`src/rtl/sched_pkg.sv`:
```
package sched_pkg;
  parameter int unsigned TAG_W     = 5;
  parameter int unsigned SEQ_W     = 8;
  parameter int unsigned PAYLOAD_W = 16;
  parameter int unsigned SRC_N     = 2;

  typedef logic [TAG_W-1:0]     tag_t;
  typedef logic [SEQ_W-1:0]     seq_t;
  typedef logic [PAYLOAD_W-1:0] pay_t;

  typedef struct packed {
    logic [SRC_N-1:0]   rdy;
    tag_t [SRC_N-1:0]   tag;
    seq_t               seq;
    pay_t               pay;
  } slot_t;

  // a strictly younger than b under wrapping sequence numbers
  function automatic logic seq_younger(seq_t a, seq_t b);
    seq_t d;
    d = a - b;
    return (d != '0) && !d[SEQ_W-1];
  endfunction
endpackage

```
`src/rtl/sched_wakeup.sv`:
```
module sched_wakeup
  import sched_pkg::*;
#(
  parameter int unsigned NUM_BCAST = 2
) (
  input  tag_t [SRC_N-1:0]     src_tag_i,
  input  logic [NUM_BCAST-1:0] bc_valid_i,
  input  tag_t [NUM_BCAST-1:0] bc_tag_i,
  output logic [SRC_N-1:0]     hit_o
);
  always_comb begin
    hit_o = '0;
    for (int s = 0; s < SRC_N; s++) begin
      for (int b = 0; b < NUM_BCAST; b++) begin
        if (bc_valid_i[b] && (bc_tag_i[b] == src_tag_i[s])) hit_o[s] = 1'b1;
      end
    end
  end
endmodule

```
`src/rtl/sched_alloc.sv`:
```
module sched_alloc #(
  parameter int unsigned N = 8
) (
  input  logic [N-1:0] busy_i,
  output logic [N-1:0] pick_o,
  output logic         any_free_o
);
  always_comb begin
    pick_o = '0;
    for (int i = N - 1; i >= 0; i--) begin
      if (!busy_i[i]) begin
        pick_o    = '0;
        pick_o[i] = 1'b1;
      end
    end
    any_free_o = ~&busy_i;
  end
endmodule

```
`src/rtl/sched_age_select.sv`:
```
module sched_age_select #(
  parameter int unsigned N       = 8,
  parameter int unsigned ISSUE_W = 2
) (
  input  logic                          clk_i,
  input  logic                          rst_ni,
  input  logic [N-1:0]                  alloc_i,
  input  logic [N-1:0]                  busy_i,
  input  logic [N-1:0]                  req_i,
  output logic [N-1:0]                  gnt_o,
  output logic [ISSUE_W-1:0][N-1:0]     sel_o
);
  localparam int unsigned CNT_W = $clog2(N + 1);

  // older_q[i][j]: slot j was dispatched before slot i
  logic [N-1:0][N-1:0] older_q;
  logic [CNT_W-1:0]    rank [N];

  always_comb begin
    gnt_o = '0;
    sel_o = '0;
    for (int i = 0; i < N; i++) begin
      rank[i] = '0;
      for (int j = 0; j < N; j++) begin
        rank[i] = rank[i] + CNT_W'(req_i[j] & older_q[i][j]);
      end
      gnt_o[i] = req_i[i] && (rank[i] < CNT_W'(ISSUE_W));
      for (int p = 0; p < ISSUE_W; p++) begin
        sel_o[p][i] = req_i[i] && (rank[i] == CNT_W'(p));
      end
    end
  end

  always_ff @(posedge clk_i or negedge rst_ni) begin
    if (!rst_ni) begin
      older_q <= '0;
    end else begin
      for (int i = 0; i < N; i++) begin
        for (int j = 0; j < N; j++) begin
          if (alloc_i[i])      older_q[i][j] <= busy_i[j];
          else if (alloc_i[j]) older_q[i][j] <= 1'b0;
        end
      end
    end
  end
endmodule

```
`src/rtl/wakeup_sched.sv`:
```
module wakeup_sched
  import sched_pkg::*;
#(
  parameter int unsigned NUM_ENTRIES = 8,
  parameter int unsigned ISSUE_W     = 2,
  parameter int unsigned NUM_BCAST   = 2
) (
  input  logic                                clk_i,
  input  logic                                rst_ni,
  input  logic                                disp_valid_i,
  output logic                                disp_ready_o,
  input  logic [SRC_N-1:0][TAG_W-1:0]         disp_tag_i,
  input  logic [SRC_N-1:0]                    disp_rdy_i,
  input  logic [SEQ_W-1:0]                    disp_seq_i,
  input  logic [PAYLOAD_W-1:0]                disp_payload_i,
  input  logic [NUM_BCAST-1:0]                bc_valid_i,
  input  logic [NUM_BCAST-1:0][TAG_W-1:0]     bc_tag_i,
  input  logic                                flush_i,
  input  logic [SEQ_W-1:0]                    flush_seq_i,
  output logic [ISSUE_W-1:0]                  iss_valid_o,
  output logic [ISSUE_W-1:0][PAYLOAD_W-1:0]   iss_payload_o
);
  localparam int unsigned N = NUM_ENTRIES;

  slot_t            slot_q [N];
  logic [N-1:0]     valid_q;
  logic [SRC_N-1:0] hit_e   [N];
  logic [SRC_N-1:0] rdy_now [N];
  logic [SRC_N-1:0] disp_hit;
  logic [N-1:0]     kill, req, gnt, pick, alloc_vec;
  logic             any_free, disp_fire;
  logic [ISSUE_W-1:0][N-1:0] sel;

  for (genvar i = 0; i < N; i++) begin : g_wake
    sched_wakeup #(.NUM_BCAST(NUM_BCAST)) u_wake (
      .src_tag_i (slot_q[i].tag),
      .bc_valid_i(bc_valid_i),
      .bc_tag_i  (bc_tag_i),
      .hit_o     (hit_e[i])
    );
  end

  // catch broadcasts racing the dispatch write
  sched_wakeup #(.NUM_BCAST(NUM_BCAST)) u_disp_wake (
    .src_tag_i (disp_tag_i),
    .bc_valid_i(bc_valid_i),
    .bc_tag_i  (bc_tag_i),
    .hit_o     (disp_hit)
  );

  always_comb begin
    for (int i = 0; i < N; i++) begin
      rdy_now[i] = slot_q[i].rdy | hit_e[i];
      kill[i]    = flush_i && valid_q[i] && seq_younger(slot_q[i].seq, flush_seq_i);
      req[i]     = valid_q[i] && (&rdy_now[i]) && !kill[i];
    end
  end

  sched_alloc #(.N(N)) u_alloc (
    .busy_i    (valid_q),
    .pick_o    (pick),
    .any_free_o(any_free)
  );

  assign disp_ready_o = any_free && !flush_i;
  assign disp_fire    = disp_valid_i && disp_ready_o;
  assign alloc_vec    = pick & {N{disp_fire}};

  sched_age_select #(.N(N), .ISSUE_W(ISSUE_W)) u_sel (
    .clk_i  (clk_i),
    .rst_ni (rst_ni),
    .alloc_i(alloc_vec),
    .busy_i (valid_q),
    .req_i  (req),
    .gnt_o  (gnt),
    .sel_o  (sel)
  );

  always_comb begin
    iss_valid_o   = '0;
    iss_payload_o = '0;
    for (int p = 0; p < ISSUE_W; p++) begin
      iss_valid_o[p] = |sel[p];
      for (int i = 0; i < N; i++) begin
        iss_payload_o[p] = iss_payload_o[p] | (slot_q[i].pay & {PAYLOAD_W{sel[p][i]}});
      end
    end
  end

  always_ff @(posedge clk_i or negedge rst_ni) begin
    if (!rst_ni) begin
      valid_q <= '0;
      for (int i = 0; i < N; i++) slot_q[i] <= '0;
    end else begin
      for (int i = 0; i < N; i++) begin
        if (alloc_vec[i]) begin
          valid_q[i] <= 1'b1;
          slot_q[i]  <= '{rdy: disp_rdy_i | disp_hit, tag: disp_tag_i,
                          seq: disp_seq_i, pay: disp_payload_i};
        end else begin
          valid_q[i]    <= valid_q[i] && !gnt[i] && !kill[i];
          slot_q[i].rdy <= rdy_now[i];
        end
      end
    end
  end
endmodule

```
`config.mk`:
```
export PLATFORM = sky130hd
export DESIGN_NAME = wakeup_sched
export DESIGN_NICKNAME = d
export VERILOG_FILES = /design/src/rtl/sched_pkg.sv /design/src/rtl/sched_wakeup.sv /design/src/rtl/sched_alloc.sv /design/src/rtl/sched_age_select.sv /design/src/rtl/wakeup_sched.sv
export SDC_FILE = /design/constraint.sdc
export NUM_CORES = 1
export LEC_CHECK = 0
export ABC_AREA = 1
export BUFFER_PORTS_ARGS = -buffer_cell sky130_fd_sc_hd__buf_2
export CORE_MARGIN = 2
export CORE_UTILIZATION = 65
export CTS_CLUSTER_SIZE = 20
export DETAILED_ROUTE_END_ITERATION = 8
export PLACE_DENSITY = 0.87
export SLEW_MARGIN = 25
export SYNTH_ARGS = -nofsm -noshare
export SYNTH_HDL_FRONTEND = slang
export SYNTH_SLANG_ARGS = --single-unit
```
`constraint.sdc`:
```
create_clock -name clk_i -period 16.86 [get_ports clk_i]
set_clock_uncertainty 0.15 [all_clocks]
set_input_delay 0.843 -clock clk_i [delete_from_list [all_inputs] [get_ports clk_i]]
set_output_delay 0.843 -clock clk_i [all_outputs]
set_load 0.02 [all_outputs]
```
==> results.sh <==
export IMPL_status="finished with violations"
export IMPL_violations="DRC"
export IMPL_io_pins=95
export IMPL_start_util_pct=65.41
export IMPL_cpPeakStageDelay_ns=0.80
export IMPL_slew_violations=0
export IMPL_setup_viol=0
export IMPL_portBuffers=94
export IMPL_root_buffer="clkbuf_16"
export IMPL_power_frac_comb_pct=30.5
export IMPL_synth_edf_count=0
export IMPL_wl_met3_um=9672
export IMPL_seqPwrFrac_pct=38.3
export IMPL_synthFlopType="dfrtp_1"
export IMPL_cap_violations=0
export IMPL_end_kind="primary output"
export IMPL_power_density_nw_per_um2=125.2
export IMPL_synthArstFlopShare_pct=100.0
export IMPL_htreeDepth=2
export IMPL_ys_seq_area_share_pct=39.01
export IMPL_tns_ns=0
export IMPL_diodes=0
export IMPL_grt_pass1_wl_um=117200
export IMPL_rows=69
export IMPL_finalCritPeriodShare_pct=52.32
export IMPL_drive_gt1_share_pct=8.518
export IMPL_p_switching_mw=1.176
export IMPL_cts_tree="done"
export IMPL_period_minus_slack_ns=8.821
export IMPL_antenna_found_initial=0
export IMPL_p_clk_share_pct=31.2
export IMPL_worstMarginPinSlew_ns=1.091
export IMPL_place_hpwl_um=47000
export IMPL_cts_resized=0
export IMPL_syn_cell_area_um2=23100
export IMPL_p_int_mw=1.938
export IMPL_syn_inst=3037
export IMPL_remaining_drc_errors=19
export IMPL_cts_made_buffers=41
export IMPL_clockBufferDepth=3
export IMPL_grt_max_degree=85
export IMPL_ant_nets=0
export IMPL_n_fill_cell=2745
export IMPL_worstSetupStartpointType="input pin"
export IMPL_wl_per_cell_um=21.14
export IMPL_rsz0062_at_grt="no"
export IMPL_top_layer="met4"
export IMPL_wl_met1_um=27000
export IMPL_die_area_um2=37060
export IMPL_num_nets_final=3213
export IMPL_ctsHoldBuffers=0
export IMPL_die_height_um=192.5
export IMPL_worstSetupPathType="input pin to primary output"
export IMPL_final_hold_viol_count=0
export IMPL_synth_avg_cell_area_um2=7.605
export IMPL_maxSlewHeadroom_pct=27.17
export IMPL_cts_sinks=360
export IMPL_grtUsageTotal_pct=40.85
export IMPL_syn2layout_area_growth_pct=7.660
export IMPL_syn_nets=3217
export IMPL_wirelength_um=74510
export IMPL_synth_seq_cells=360
export IMPL_post_cts_buffers=0
export IMPL_hp_class="input pin to asynchronous set/reset pin"
export IMPL_crit_arrival_ns=7.83
export IMPL_crit_top_cell="nand2_1"
export IMPL_die_w_um=192.5
export IMPL_placeableCoreArea_um2=35310
export IMPL_cp_required_ns=15.87
export IMPL_dr_wl_met2_um=32950
export IMPL_swShare_pct=37.77
export IMPL_first_pass_iters=9
export IMPL_clkTransAtPathRegs_ns=0.06
export IMPL_drt_iter0_drc=2799
export IMPL_via_count=22840
export IMPL_place_gp_congestion=0.9518
export IMPL_leakagePower_nw=12.28
export IMPL_grt_pass1_vias=22510
export IMPL_fmax_mhz=113.4
export IMPL_grt_overflow_total=0
export IMPL_vias_per_cell=6.479
export IMPL_p_total_mw=3.114
export IMPL_clk_latency_ns=0.58
export IMPL_yosys_warnings=0
export IMPL_synthDistinctLibCells=53
export IMPL_crit_slowest_cell="and3_1"
export IMPL_cp_max_fo=36
export IMPL_ir_worst_vdd_mv=0.1074
[synthesized netlist by cell type, drive strengths merged, types with 2 or more instances]
| master | number | area, um2 |
|---|---|---|
| nand4 | 270 | 1710 |
| and2 | 2 | 12.51 |
| ha | 80 | 1001 |
| or2 | 3 | 18.77 |
| a21oi | 54 | 270.3 |
| xor2 | 35 | 306.5 |
| a211oi | 2 | 15.01 |
| xnor2 | 20 | 175.2 |
| inv | 371 | 1403 |
| fa | 40 | 800.8 |
| nand3b | 20 | 165.2 |
| a221oi | 8 | 88.83 |
| dfrtp | 360 | 9009 |
| o21a | 3 | 22.52 |
| nand3 | 176 | 900.9 |
| nor3 | 13 | 81.33 |
| o21bai | 3 | 22.52 |
| clkbuf | 58 | 220.2 |
| o211ai | 5 | 37.54 |
| o21ai | 406 | 2032 |
| nor2 | 260 | 1067 |
| nand2 | 671 | 2536 |
| buf | 114 | 788.3 |
| o22ai | 52 | 325.3 |
[power groups by stage]
stage                     combinational (mW)  sequential [mW]  clock [mW]
after floorplan                        0.675             1.16           0
final                                  0.950             1.19       0.970
after CTS                              0.924             1.19       0.970
after global placement                 0.877             1.19           0
after detailed placement               0.913             1.20           0
after global routing                    1.06             1.21        1.01
[placed cells by master, fill, tap and decap left out, types with 6 or more instances in the layout]
cell type     n
nand2_1     664
dfrtp_1     360
inv_1       349
o21ai_0     343
nand4_1     268
nor2_1      241
nand3_1     172
buf_2        94
ha_1         80
o21ai_1      63
a21oi_1      54
o22ai_1      52
clkbuf_16    43
fa_1         40
xor2_1       35
buf_4        27
xnor2_1      20
inv_2        16
nand3b_1     16
nor3_1       11
clkbuf_8     10
nor2_2        9
nor2_4        9
nand2_2       7
clkinvlp_4    6
[stage by stage]
| step | cell area (um2) | cells | util, % | worst slack [ns] | hold WS [ns] |
|---|---|---|---|---|---|
| after floorplan | 23100 | 3037 | - | 9.880 | 0.2861 |
| after global placement | 23360 | 3448 | 66.17 | 8.500 | 0.3009 |
| after detailed placement | 23400 | 3451 | 66.27 | 8.344 | 0.3089 |
| after CTS | 24860 | 3525 | 70.41 | 8.297 | 0.1254 |
| after global routing | 24870 | 3525 | 70.42 | 7.623 | 0.1594 |
| final | 24870 | 3525 | 70.42 | 8.039 | 0.08055 |
[flip-flops by register name, indices dropped and copies added (netlist names)]
register / flops
u_sel.older_q: 64
valid_q: 8
slot_q: 288
[area by class of cell]
class | instances | area, um2 | share of cell area [%]
clock inverter | 16 | 227.7 | 0.9158
multi-input combinational | 2133 | 11690 | 47.00
sequential | 360 | 9009 | 36.23
timing repair buffer | 125 | 721.9 | 2.903
tap | 461 | 576.8 | 2.320
clock buffer | 58 | 1232 | 4.956
inverter | 372 | 1410 | 5.671
[worst max-delay path: cells and delay by family]
family                   cells  cell delay, ns
AND/OR/NAND/NOR             14            3.17
adder cells (fa/ha/maj)      7            2.68
buffers and inverters        6            0.62
AO/OA/AOI/OAI                2            0.48
[final timing paths]
kind	from	to	slack (ns)	cells past startpoint
min reg2reg	u_sel.older_q[0]$_DFFE_PN0P_	u_sel.older_q[0]$_DFFE_PN0P_	0.33	2
max in group asynchronous	rst_ni	slot_q[115]$_DFFE_PN0P_	13.60	4
min in group clk_i	u_sel.older_q[0]$_DFFE_PN0P_	u_sel.older_q[0]$_DFFE_PN0P_	0.33	2
max reg2reg	slot_q[16]$_DFFE_PN0P_	valid_q[6]$_DFF_PN0_	10.42	28
max	flush_seq_i[0]	iss_payload_o[17]	8.04	29
min	rst_ni	slot_q[176]$_DFFE_PN0P_	0.08	1
[per-layer routing]
metal	vias up	global-route usage, %
met4	0	25.10
met5	-	0.1374
met2	1668	63.79
met3	431	11.44
li1	10120	-
met1	10620	50.41
[cells by family (layout without fill, tap and decap cells)]
group	Yosys count	count (layout)	synth area share, %
AND/OR/NAND/NOR	1419	1419	28.24
adder cells (fa/ha/maj)	120	120	7.801
buffers and inverters	544	571	10.46
XOR/XNOR	55	55	2.086
AO/OA/AOI/OAI	539	539	12.42
flip-flops	360	360	39.01
Note: power is estimated with default switching activity, not from simulation.
